===== src/rtl/ppt_svc_pkg.sv =====
package ppt_svc_pkg;

  typedef enum logic [2:0] {
    PM_COMPAT = 3'b000,
    PM_BYTE   = 3'b001,
    PM_FIFO   = 3'b010,
    PM_ECP    = 3'b011,
    PM_EPP    = 3'b100,
    PM_RSVD   = 3'b101,
    PM_TEST   = 3'b110,
    PM_CONFIG = 3'b111
  } ppt_mode_e;

  typedef struct packed {
    logic fifo;
    logic ecp;
    logic test;
  } mode_dec_t;

  function automatic mode_dec_t decode_mode(input logic [2:0] m);
    mode_dec_t d;
    d.ecp  = (m == PM_ECP);
    d.test = (m == PM_TEST);
    d.fifo = (m == PM_FIFO) || d.ecp || d.test;
    return d;
  endfunction

endpackage


===== src/rtl/ppt_err_edge.sv =====
module ppt_err_edge (
  input  logic clk,
  input  logic rst_n,
  input  logic enable_i,
  input  logic fault_n_i,
  input  logic mask_i,
  output logic fire_o
);

  logic fault_q, fault_d;
  logic mask_q, mask_d;
  logic primed_q, primed_d;
  logic both_low;

  always_comb begin
    fault_d  = fault_n_i;
    mask_d   = mask_i;
    primed_d = 1'b1;
    both_low = !fault_n_i && !mask_i;
    // fires when fault and mask are now both low but were not both low before
    fire_o   = primed_q && enable_i && both_low && (fault_q || mask_q);
  end

  always_ff @(posedge clk or negedge rst_n) begin
    if (!rst_n) begin
      fault_q  <= 1'b1;
      mask_q   <= 1'b1;
      primed_q <= 1'b0;
    end else begin
      fault_q  <= fault_d;
      mask_q   <= mask_d;
      primed_q <= primed_d;
    end
  end

endmodule


===== src/rtl/ppt_svc_req.sv =====
module ppt_svc_req
  import ppt_svc_pkg::*;
#(
  parameter int FIFO_DEPTH = 16,
  parameter int CNT_W      = $clog2(FIFO_DEPTH) + 1,
  parameter int SVC_THRESH = FIFO_DEPTH / 2
) (
  input  logic             clk,
  input  logic             rst_n,
  input  mode_dec_t        mode_dec_i,
  input  logic             dir_in_i,
  input  logic             svc_i,
  input  logic             dma_en_i,
  input  logic             fifo_full_i,
  input  logic             fifo_empty_i,
  input  logic [CNT_W-1:0] fill_i,
  input  logic             dack_n_i,
  input  logic             tc_i,
  output logic             thr_fire_o,
  output logic             tc_fire_o,
  output logic             drq_o
);

  // empty space >= threshold  <=>  fill <= depth - threshold
  localparam logic [CNT_W-1:0] OUT_FILL_MAX = CNT_W'(FIFO_DEPTH - SVC_THRESH);
  localparam logic [CNT_W-1:0] IN_FILL_MIN  = CNT_W'(SVC_THRESH);

  logic armed;
  logic out_ok, in_ok;
  logic drq_cond;
  logic drq_q, drq_d;

  always_comb begin
    armed      = mode_dec_i.fifo && !svc_i;
    out_ok     = !dir_in_i && (fill_i <= OUT_FILL_MAX);
    in_ok      = dir_in_i && (fill_i >= IN_FILL_MIN);
    thr_fire_o = armed && !dma_en_i && (out_ok || in_ok);
    tc_fire_o  = armed && dma_en_i && tc_i && !dack_n_i;
    drq_cond   = armed && dma_en_i &&
                 ((!dir_in_i && !fifo_full_i) ||
                  (dir_in_i && !fifo_empty_i) ||
                  mode_dec_i.test);
    drq_d      = drq_cond && !tc_fire_o;
  end

  always_ff @(posedge clk or negedge rst_n) begin
    if (!rst_n) drq_q <= 1'b0;
    else        drq_q <= drq_d;
  end

  assign drq_o = drq_q;

endmodule


===== src/rtl/ppt_irq_stretch.sv =====
module ppt_irq_stretch #(
  parameter int PULSE_CYC = 25
) (
  input  logic clk,
  input  logic rst_n,
  input  logic trig_i,
  input  logic level_i,
  output logic irq_o
);

  localparam int PW_W = $clog2(PULSE_CYC + 1);
  localparam logic [PW_W-1:0] PW_LOAD = PW_W'(PULSE_CYC);

  logic [PW_W-1:0] cnt_q, cnt_d;
  logic            lvl_q, lvl_d;
  logic            cnt_en;

  always_comb begin
    cnt_en = trig_i || (cnt_q != '0);
    cnt_d  = cnt_q;
    if (trig_i)          cnt_d = PW_LOAD;
    else if (cnt_q != '0) cnt_d = cnt_q - 1'b1;
    lvl_d  = level_i;
  end

  always_ff @(posedge clk or negedge rst_n) begin
    if (!rst_n) begin
      cnt_q <= '0;
      lvl_q <= 1'b0;
    end else begin
      if (cnt_en) cnt_q <= cnt_d;
      lvl_q <= lvl_d;
    end
  end

  assign irq_o = lvl_q || (cnt_q != '0);

endmodule


===== src/rtl/ppt_svc_irq_dma.sv =====
module ppt_svc_irq_dma
  import ppt_svc_pkg::*;
#(
  parameter int FIFO_DEPTH = 16,
  parameter int CNT_W      = $clog2(FIFO_DEPTH) + 1,
  parameter int SVC_THRESH = FIFO_DEPTH / 2,
  parameter int PULSE_CYC  = 25
) (
  input  logic             clk,
  input  logic             rst_n,
  input  logic [2:0]       mode_i,
  input  logic             dir_in_i,
  input  logic             ack_ie_i,
  input  logic             ack_n_i,
  input  logic             fault_n_i,
  input  logic             err_mask_i,
  input  logic             svc_i,
  input  logic             dma_en_i,
  input  logic             fifo_full_i,
  input  logic             fifo_empty_i,
  input  logic [CNT_W-1:0] fill_i,
  input  logic             dack_n_i,
  input  logic             tc_i,
  output logic             irq_o,
  output logic             drq_o,
  output logic             svc_set_o
);

  logic      rs_meta_q, rst_sync_n;
  mode_dec_t mdec;
  logic      err_fire, thr_fire, tc_fire;
  logic      ack_lvl, any_trig;

  always_ff @(posedge clk or negedge rst_n) begin
    if (!rst_n) begin
      rs_meta_q  <= 1'b0;
      rst_sync_n <= 1'b0;
    end else begin
      rs_meta_q  <= 1'b1;
      rst_sync_n <= rs_meta_q;
    end
  end

  always_comb begin
    mdec     = decode_mode(mode_i);
    ack_lvl  = ack_ie_i && !ack_n_i;
    any_trig = err_fire || thr_fire || tc_fire;
  end

  ppt_err_edge u_err (
    .clk       (clk),
    .rst_n     (rst_sync_n),
    .enable_i  (mdec.ecp),
    .fault_n_i (fault_n_i),
    .mask_i    (err_mask_i),
    .fire_o    (err_fire)
  );

  ppt_svc_req #(
    .FIFO_DEPTH (FIFO_DEPTH),
    .CNT_W      (CNT_W),
    .SVC_THRESH (SVC_THRESH)
  ) u_req (
    .clk          (clk),
    .rst_n        (rst_sync_n),
    .mode_dec_i   (mdec),
    .dir_in_i     (dir_in_i),
    .svc_i        (svc_i),
    .dma_en_i     (dma_en_i),
    .fifo_full_i  (fifo_full_i),
    .fifo_empty_i (fifo_empty_i),
    .fill_i       (fill_i),
    .dack_n_i     (dack_n_i),
    .tc_i         (tc_i),
    .thr_fire_o   (thr_fire),
    .tc_fire_o    (tc_fire),
    .drq_o        (drq_o)
  );

  ppt_irq_stretch #(
    .PULSE_CYC (PULSE_CYC)
  ) u_pulse (
    .clk     (clk),
    .rst_n   (rst_sync_n),
    .trig_i  (any_trig),
    .level_i (ack_lvl),
    .irq_o   (irq_o)
  );

  assign svc_set_o = rst_sync_n && (thr_fire || tc_fire);

endmodule


===== config.mk =====
export PLATFORM = sky130hd
export DESIGN_NAME = ppt_svc_irq_dma
export DESIGN_NICKNAME = d
export VERILOG_FILES = /design/src/rtl/ppt_svc_pkg.sv /design/src/rtl/ppt_err_edge.sv /design/src/rtl/ppt_svc_req.sv /design/src/rtl/ppt_irq_stretch.sv /design/src/rtl/ppt_svc_irq_dma.sv
export SDC_FILE = /design/constraint.sdc
export NUM_CORES = 1
export LEC_CHECK = 0
export BUFFER_PORTS_ARGS = -buffer_cell sky130_fd_sc_hd__buf_4
export CORE_AREA = 2 2 39 41
export DETAILED_ROUTE_END_ITERATION = 16
export DIE_AREA = 0 0 41 43
export PLACE_DENSITY = 0.81
export REMOVE_ABC_BUFFERS = 1
export SYNTH_ARGS = -nofsm -noshare
export SYNTH_HDL_FRONTEND = slang
export SYNTH_SLANG_ARGS = --single-unit

===== constraint.sdc =====
create_clock -name clk -period 1.8 [get_ports clk]
set_input_delay 0.09 -clock clk [delete_from_list [all_inputs] [get_ports clk]]
set_output_delay 0.09 -clock clk [all_outputs]
set_load 0.005 [all_outputs]

==> results of run 1 <==
[routing by layer]
layer | GRT usage | part of all wire
met2 | 0.278 | 0.54
met3 | 0.0419 | 0.073
met5 | 0 | 0
met1 | 0.214 | 0.38
met4 | 0.0800 | 0.0074
[layout by cell type, fill, tap and decap left out]
master	synthesis	routed
clkbuf_4	0	3
dfstp_2	2	2
nand3_1	3	3
o2111a_1	1	1
or2b_1	1	1
clkbuf_1	0	1
nor3b_1	2	2
o221ai_1	1	1
dlygate4sd3_1	0	4
ha_1	2	2
nand4bb_1	1	1
a21oi_2	1	1
nor2b_1	4	4
buf_4	0	24
conb_1	1	2
nor4b_2	1	1
xnor2_1	2	2
nor3_1	2	2
nand2b_1	1	1
a211oi_2	1	1
nor4b_4	1	1
nand3b_1	1	1
or3_1	1	1
o21ai_0	1	1
nor2_1	5	5
nand2_1	3	3
a21oi_1	1	1
and3_1	2	2
inv_1	4	4
mux2i_1	1	1
a211oi_1	1	1
o211a_1	1	1
dfrtp_1	10	10
[how the worst max path moves through the flow]
stage          cells past startpoint                         start  slack (ns)                      endpoint
2_1_floorplan                      5  u_pulse.cnt_q[0]$_DFFE_PN0P_        0.53  u_pulse.cnt_q[1]$_DFFE_PN0P_
3_3_place_gp                       5  u_pulse.cnt_q[0]$_DFFE_PN0P_        0.48  u_pulse.cnt_q[1]$_DFFE_PN0P_
3_5_place_dp                       5  u_pulse.cnt_q[0]$_DFFE_PN0P_        0.41  u_pulse.cnt_q[1]$_DFFE_PN0P_
4_1_cts                            5  u_pulse.cnt_q[0]$_DFFE_PN0P_        0.20                         irq_o
5_1_grt                            5  u_pulse.cnt_q[0]$_DFFE_PN0P_        0.08                         irq_o
6_report                           5  u_pulse.cnt_q[0]$_DFFE_PN0P_        0.20                         irq_o
[logic make-up (layout without fill, tap and decap cells)]
kind of cell	count (synthesis)	after routing	synth area share
AO/OA/AOI/OAI	8	8	0.110
AND/OR/NAND/NOR	28	28	0.295
buffers and inverters	4	36	0.0239
XOR/XNOR	2	2	0.0279
flip-flops	12	12	0.482
other	1	2	0.00597
adder cells (fa/ha/maj)	2	2	0.0398
multiplexers	1	1	0.0159
[sequential cells by signal (all words and copies together) (netlist names)]
name and count:
u_req.drq_o 1, rs_meta_q 1, u_err.mask_q 1, u_pulse.cnt_q 5
u_pulse.lvl_q 1, u_err.fault_q 1, rst_sync_n 1, u_err.primed_q 1
[worst max-delay path, cell delays in order, from the launching register on]
cell	delay (ns)
dfrtp_1	0.38
inv_1	0.12
ha_1	0.20
nor4b_4	0.31
nand2b_1	0.09
buf_4	0.14
[area by class of cell]
class,count,area share
flip-flops and latches,12,0.337
inverters,4,0.0167
well taps,16,0.0223
multi-input cells,43,0.350
clock buffers,4,0.0292
repair buffers,28,0.245
[repair_timing]
action | 4_1_cts | 5_1_grt
setup buffers | 0 | 0
gates resized for setup | 0 | 0
hold buffers | 4 | 0
endpoints found under the hold margin | 5 | 0
[report_power, final]
group	internal [mW]	total [mW]	switching, mW	leakage [nW]
sequential	0.338	0.409	0.0705	0.141
clock	0.0856	0.168	0.0822	0.0150
combinational	0.189	0.338	0.150	0.279
==> run metrics, run 1 <==
outcome=finished clean; dpl cells=99; CP endpoint kind=primary output; Fillers=109; reg2reg path depth=5; hold endpoint=u_pulse.lvl_q$_DFF_PN0_; WS Path Type=reg2out; diodes inserted=0; final count of negative-setup-slack endpoints=0; clk_skew=0.00957 ns; P_leak=0.434 nW; Pwr Total=0.915 mW; R2R Setup Slk=0.40 ns; WHS=0.0389 ns; root buffer cell=clkbuf_4; Synth top area share=0.398; EDFF count, synth=0; asr flop ratio synth=1.00; Tot GR Track Use=0.175; Cell Pwr Density=1020 mW/mm^2; Row Count=14; Startpoint Class=flop; largest net degree at the start of global routing=12; footprint of the multi-input gates=314 sq um; register area share after synthesis=0.482; Hold Path Class=in2reg; Post-Syn Area=628 sq um; register area=303 sq um; hold_sp=ack_ie_i; top cells by count, synth=dfrtp_1, nor2_1, inv_1, nor2b_1; Worst R2R Start=u_pulse.cnt_q[0]$_DFFE_PN0P_; P&R area growth vs syn=43.0%; #FFs+latches synth=12; Min-Delay Path Depth=2; via count=541; most frequent cell after synthesis=dfrtp_1; first-pass GRT wire length=2060 um; CTS Buf Count=3; Starting Density=0.454; drt drc=0; Vias/cell=5.06; CP arrival=1.51 ns; Cell Area, Placed=832 sq um; vias in the first global route=514; PortBufs=23; Distinct cells, synth=29; H-tree levels=1; top cell type by total area after synthesis=dfrtp_1; final worst slack=0.200 ns; largest fanout on the critical path=5; Max Slew Vio Count=0; maximum VDD drop=586 uV; Clock Tree Buf Depth=2; unrepaired setup endpoints after global routing=false; clk_lat worst skew=0.27 ns; layout cells sized above 1=0.363; CTS tree=yes; Fin. Hold Viols=0; synth warn=0; post-route design area=898 sq um; FF-to-FF End=u_pulse.cnt_q[1]$_DFFE_PN0P_; Sum Neg Setup Slack=0 ns; final core utilization=0.649; Die ar.=0.00176 sq mm; fin crit period=1.60 ns; Core Region=0.00138 sq mm; initial antenna violation count=0; syn avg cell area=10.8 sq um; chip height=43 um; HPWL after detailed placement=987 um; final net count=115; synth top area cells=dfrtp_1, dfstp_2, ha_1, nor2b_1, nor4b_4; DIE WIDTH=41 um; Cells after Synth=58; Layout Cells excl Fill=107; DR WL/cell=11.4 um; routed wire length=1220 um; Routed Antenna Nets=0; GP Congestion=0.659; DRT Pass-1 Iters=4; DP Worst Slack=0.413 ns; leading register cell type out of synthesis=dfrtp_1; initial drt markers=7; gr ovfl total=0; # IOs=24; Clock Sinks=12; Clock Pin Slew Worst Setup and Hold Paths=0.08 ns; worst endpoint required time=1.71 ns; fmax=625 MHz; post-route clock period utilization=0.889; max_cap viols=0
(Power assumes the default switching activity.)
==> run 2, diff against run 1 <==
--- a/config.mk
+++ b/config.mk
@@ -5,12 +5,15 @@
 export SDC_FILE = /design/constraint.sdc
 export NUM_CORES = 1
 export LEC_CHECK = 0
+export ABC_CLOCK_PERIOD_IN_PS = 1800
 export BUFFER_PORTS_ARGS = -buffer_cell sky130_fd_sc_hd__buf_4
 export CORE_AREA = 2 2 39 41
 export DETAILED_ROUTE_END_ITERATION = 16
 export DIE_AREA = 0 0 41 43
 export PLACE_DENSITY = 0.81
+export RECOVER_POWER = 100
 export REMOVE_ABC_BUFFERS = 1
+export SKIP_LAST_GASP = 1
 export SYNTH_ARGS = -nofsm -noshare
 export SYNTH_HDL_FRONTEND = slang
 export SYNTH_SLANG_ARGS = --single-unit
==> run 2 against run 1 <==
Clock power about the same. Via count up 0.18%. Combinational power fell by 2%. Non-clock buffer count unchanged. Final cell count stayed put. Fmax down 0.27%. Clock skew rose by 0.0024 ns. Critical endpoint unchanged.
==> run metrics, run 2 (synthesis gave the netlist of run 1 again) <==
outcome=finished clean; final net count=115 (unchanged); most flop-heavy register=u_pulse.cnt_q; CTS tree=yes; Worst Tran Pin Value=0.554 ns; unrepaired setup endpoints after global routing=false; Vias/cell=5.07 (+0.18%); fin crit period=1.60 ns (+0.00438 ns); final worst slack=0.196 ns (-0.00438 ns); CTS Buf Count=3 (unchanged); Clock Pin Slew Worst Setup and Hold Paths=0.08 ns (about the same); initial antenna violation count=0 (unchanged); diodes inserted=0 (unchanged); drt drc=0 (unchanged); max_cap viols=0 (unchanged); Layout Cells excl Fill=107 (unchanged); # IOs=24 (unchanged); root buffer cell=clkbuf_4; dpl cells=99 (unchanged); max reg flops=5 (unchanged); Fillers=114 (+4.6%); slowest stage cell, crit path=dfrtp_1; via count=542 (+0.18%); Max Slew Vio Count=0 (unchanged); commonest non-fill, non-tap cell in the layout=buf_4; WHS=0.0324 ns (-0.00646 ns); Cell Area, Placed=832 sq um (unchanged); maximum VDD drop=571 uV (-2.6%); post-route design area=872 sq um (-2.9%); DP Worst Slack=0.413 ns (unchanged); initial drt markers=7 (unchanged); largest net degree at the start of global routing=12 (unchanged); Core Region=0.00138 sq mm (unchanged); clk_lat worst skew=0.27 ns (about the same); chip height=43 um (unchanged); H-tree levels=1 (unchanged); DIE WIDTH=41 um (unchanged); Cell Pwr Density=1040 mW/mm^2 (+2.6%); PortBufs=23 (unchanged); commonest non-fill, non-tap cells in the layout=buf_4, dfrtp_1, clkbuf_4; Starting Density=0.454 (unchanged); P&R area growth vs syn=38.8%; post-route clock period utilization=0.891 (+0.00243); DR WL/cell=11.5 um (+0.74%); Fin. Hold Viols=0 (unchanged); Pwr Total=0.911 mW (-0.42%); Cell Chain, Critical Path=inv_1, ha_1, nor4b_4, nand2b_1, clkbuf_4; Startpoint Class=flop; fmax=623 MHz (-0.27%); worst endpoint required time=1.71 ns (about the same); Clock Tree Buf Depth=2 (unchanged); final core utilization=0.630 (-0.0190); DRT Pass-1 Iters=4 (unchanged); WS Path Type=reg2out; CP arrival=1.51 ns (about the same); vias in the first global route=514 (unchanged); final count of negative-setup-slack endpoints=0 (unchanged); Routed Antenna Nets=0 (unchanged); Max-Slew Margin vs Limit=0.631; clk_skew=0.0120 ns (+0.00238 ns); gr ovfl total=0 (unchanged); largest fanout on the critical path=5 (unchanged); Post-CTS Setup Inserts=0 (unchanged); Hold Path Class=in2reg; CP endpoint kind=primary output; GP Congestion=0.659 (unchanged); routed wire length=1230 um (+0.74%); Clock Sinks=12 (unchanged); HPWL after detailed placement=987 um (unchanged); P_leak=0.419 nW (-3.5%); Crit path largest cell delay=0.38 ns (about the same); Tot GR Track Use=0.175 (unchanged); layout cells sized above 1=0.297 (-0.0659); Die ar.=0.00176 sq mm (unchanged); Sum Neg Setup Slack=0 ns (unchanged); Row Count=14 (unchanged); first-pass GRT wire length=2060 um (unchanged)
## run 2: routing by layer
layer,GRT usage,vias to the layer above,part of all wire
li1,-,267,-
met1,0.214,245,0.38
met2,0.278,26,0.53
met3,0.0419,4,0.069
met4,0.0800,0,0.017
met5,0,-,0
## run 2: worst paths after layout
check	cells after the start	slack, ns	from	end
worst max-delay path	5	0.20	u_pulse.cnt_q[0]$_DFFE_PN0P_	irq_o
worst min-delay path	2	0.03	ack_ie_i	u_pulse.lvl_q$_DFF_PN0_
worst max register to register	5	0.40	u_pulse.cnt_q[0]$_DFFE_PN0P_	u_pulse.cnt_q[1]$_DFFE_PN0P_
worst min register to register	1	0.27	rst_sync_n$_DFF_PN0_	u_err.primed_q$_DFF_PN0_
max in group asynchronous	1	1.15	rst_sync_n$_DFF_PN0_	u_err.fault_q$_DFF_PN1_
min in group asynchronous	2	0.13	rst_n	rst_sync_n$_DFF_PN0_
## run 2: report_power, final
group,switching (mW),internal (mW)
sequential,0.0703,0.338
clock,0.0840,0.0858
combinational,0.148,0.184
total,0.302,0.608
## run 2: worst max-delay path, delay by kind of cell (launching register included)
family                   cells  cell delay, ns
buffers and inverters        2            0.26
flip-flops                   1            0.38
adder cells (fa/ha/maj)      1            0.20
AND/OR/NAND/NOR              2            0.40
## run 2: final cells by class
class                      count  area [sq um]  area share
multi-input combinational     43           299       0.343
sequential                    12           303       0.347
clock buffer                   4          26.3      0.0301
inverter                       4          15.0      0.0172
tap                           16          20.0      0.0230
timing repair buffer          28           209       0.240
## run 2: repair_timing
item	CTS	global route
setup endpoints to repair	0	0
hold buffers	4	0
gates resized for setup	0	0
endpoints found under the hold margin	5	0
==> run 3, diff against run 2 <==
--- a/config.mk
+++ b/config.mk
@@ -10,10 +10,11 @@
 export CORE_AREA = 2 2 39 41
 export DETAILED_ROUTE_END_ITERATION = 16
 export DIE_AREA = 0 0 41 43
-export PLACE_DENSITY = 0.81
+export PLACE_DENSITY = 0.78
 export RECOVER_POWER = 100
 export REMOVE_ABC_BUFFERS = 1
 export SKIP_LAST_GASP = 1
 export SYNTH_ARGS = -nofsm -noshare
 export SYNTH_HDL_FRONTEND = slang
+export SYNTH_HIERARCHICAL = 1
 export SYNTH_SLANG_ARGS = --single-unit
==> run 3 against run 2 <==
Die area unchanged. Flip-flop and latch count unchanged. Synthesized cell count down 6.9%. Sequential power down 5.1%. Sequential share of layout area up 0.10 points. Clock skew down 0.010 ns. Synthesized area down 6.4%. Worst setup slack worse by 0.20 ns. Design area down 0.29%. Clock power up 21%. Via count down 7.4%. Non-clock buffer count up 4. Largest power group unchanged.
==> run metrics, run 3 <==
outcome=finished clean; Synth top area share=0.426 (+0.0271); clk_lat worst skew=0.27 ns (about the same); unrepaired setup endpoints after global routing=true; Vias/cell=4.78 (-5.6%); post-route design area=870 sq um (-0.29%); largest fanout on the critical path=2 (-3); XOR/XNOR share of the synthesized area=0.0149 (-0.0130); HPWL after detailed placement=865 um (-12%); max_cap viols=0 (unchanged); PortBufs=23 (unchanged); synth warn=6 (+6); Clock Tree Buf Depth=2 (unchanged); GP Congestion=0.706 (+7.1%); routed wire length=1200 um (-2.7%); DIE WIDTH=41 um (unchanged); Routed Antenna Nets=0 (unchanged); asr flop ratio synth=1.00 (unchanged); initial antenna violation count=0 (unchanged); DR WL/cell=11.4 um (-0.82%); P_leak=0.413 nW (-1.5%); post-synthesis adder-cell area fraction=0.0213 (-0.0186); layout cells sized above 1=0.382 (+0.0853); CTS tree=yes; top cells by count, synth=dfrtp_1, nor2_1, nor2b_1, nor3_1; gr ovfl total=0 (unchanged); Cells after Synth=54 (-6.9%); DRT Pass-1 Iters=3 (-1); worst setup path startpoint=u_pulse/cnt_q[1]$_DFFE_PN0P_; commonest non-fill, non-tap cells in the layout=buf_4, dfrtp_1, clkbuf_4, clkbuf_1, nor2_1; H-tree levels=1 (unchanged); drt drc=0 (unchanged); Cell Pwr Density=1070 mW/mm^2 (+2.6%); P&R area growth vs syn=47.9%; first-pass GRT wire length=1990 um (-3.4%); Worst R2R Start=u_pulse/cnt_q[1]$_DFFE_PN0P_; Row Count=14 (unchanged); complex-gate fraction of the synthesized area=0.100 (-0.00956); diodes inserted=0 (unchanged); Core Region=0.00138 sq mm (unchanged); Fin. Hold Viols=0 (unchanged); vias in the first global route=504 (-1.9%); fmax=556 MHz (-11%); initial drt markers=5 (-2); Clock Pin Slew Worst Setup and Hold Paths=0.07 ns (about the same); Startpoint Class=flop; Fillers=127 (+11%); max reg flops=5 (unchanged); root buffer cell=clkbuf_4; clk_skew=0.00187 ns (-0.0101 ns); Tot GR Track Use=0.170 (-0.00565); CP arrival=1.71 ns (+0.20 ns); Crit path largest cell delay=0.47 ns (+0.09 ns); largest family of logic cells by synthesized area=simple AND/OR/NAND/NOR gates; worst endpoint required time=1.71 ns (about the same); most frequent cell after synthesis=dfrtp_1; Pwr Total=0.932 mW (+2.3%); # IOs=24 (unchanged); Clock Sinks=12 (unchanged); Distinct cells, synth=29 (unchanged); Worst Tran Pin Value=0.562 ns (+0.00796 ns); most flop-heavy register=u_pulse/cnt_q; leading register cell type out of synthesis=dfrtp_1; hold_sp=ack_ie_i; #FFs+latches synth=12 (unchanged); Max Slew Vio Count=0 (unchanged); EDFF count, synth=0 (unchanged); commonest non-fill, non-tap cell in the layout=buf_4; Hold Path Class=in2reg; via count=502 (-7.4%); slowest stage cell, crit path=or4b_4; register area share after synthesis=0.515 (+0.0328); CP bufs+invs=2 (unchanged); Die ar.=0.00176 sq mm (unchanged); Max-Slew Margin vs Limit=0.616 (-0.0150); dpl cells=93 (-6.1%); fin crit period=1.80 ns (+0.196 ns); largest net degree at the start of global routing=11 (-1); Post-Syn Area=588 sq um (-6.4%); Cell Area, Placed=783 sq um (-5.9%); CP endpoint kind=primary output; CTS Buf Count=3 (unchanged); final count of negative-setup-slack endpoints=0 (unchanged); kind of cell adding the most delay to the critical path=simple AND/OR/NAND/NOR gates; post-route clock period utilization=1.00 (+0.109); Layout Cells excl Fill=105 (-1.9%); Cell Chain, Critical Path=inv_1, ha_2, or4b_4, or2_1, buf_4; maximum VDD drop=665 uV (+17%); multiplexer share of the synthesized area=0.0170 (+0.00109); final net count=112 (-2.6%); Starting Density=0.425 (-0.0289); chip height=43 um (unchanged); WS Path Type=reg2out; post-synthesis simple-gate area fraction=0.298 (+0.00305); top cell type by total area after synthesis=dfrtp_1; syn avg cell area=10.9 sq um (+0.56%); synth top area cells=dfrtp_1, dfstp_2, nor4_2, nor2_1, nor2b_1
-- run 3: final cells by class --
class / instances / area [sq um] / share of cell area
multi-input combinational: 39 / 272 / 0.312
clock buffer: 4 / 36.3 / 0.0417
tap: 16 / 20.0 / 0.0230
timing repair buffer: 32 / 231 / 0.266
sequential: 12 / 303 / 0.348
inverter: 2 / 7.51 / 0.00863
-- run 3: power by group --
group / total (mW) / internal [mW] / switching, mW
registers: 0.388 / 0.338 / 0.0496
logic: 0.338 / 0.209 / 0.129
clock network: 0.206 / 0.123 / 0.0829
-- run 3: cells by family after synthesis --
group                    count (synthesis)
AO/OA/AOI/OAI                            7
XOR/XNOR                                 1
AND/OR/NAND/NOR                         27
flip-flops                              12
multiplexers                             1
other                                    2
buffers and inverters                    3
adder cells (fa/ha/maj)                  1
-- run 3: routing by layer --
layer,up-vias,track usage,part of all wire,wire [um]
li1,254,-,-,-
met1,239,0.201,0.38,455
met2,9,0.269,0.58,697
met3,0,0.0942,0.039,47
met4,0,0.0200,0,0
met5,-,0,0,0
-- run 3: final timing paths --
kind / endpoint / slack, ns / cells past startpoint
min in group asynchronous: rs_meta_q$_DFF_PN0_ / 0.16 / 2
worst max register to register: u_pulse/cnt_q[0]$_DFFE_PN0P_ / 0.24 / 6
worst min register to register: u_pulse/cnt_q[1]$_DFFE_PN0P_ / 0.30 / 1
worst max-delay path: irq_o / 0.0002 / 5
max in group asynchronous: u_err/mask_q$_DFF_PN1_ / 1.13 / 1
worst min-delay path: u_pulse/lvl_q$_DFF_PN0_ / 0.04 / 2
-- run 3: per-stage QoR --
step | setup TNS [ns] | hold WS (ns) | util | setup slack, ns
finish | 0 | 0.0397 | 0.628 | 0.000166
global route | -0.0513 | 0.0614 | 0.628 | -0.0513
CTS | 0 | 0.0365 | 0.647 | 0.0217
detailed placement | 0 | -0.124 | 0.566 | 0.120
global placement | 0 | -0.127 | 0.566 | 0.162
floorplan | 0 | -0.206 | - | 0.315
-- run 3: repair_timing --
action	4_1_cts	5_1_grt
hold buffers	4	0
pin swaps	1	0
endpoints found under the hold margin	5	0
resized for setup	2	0
buffers inserted	4	0
setup endpoints to repair	1	1
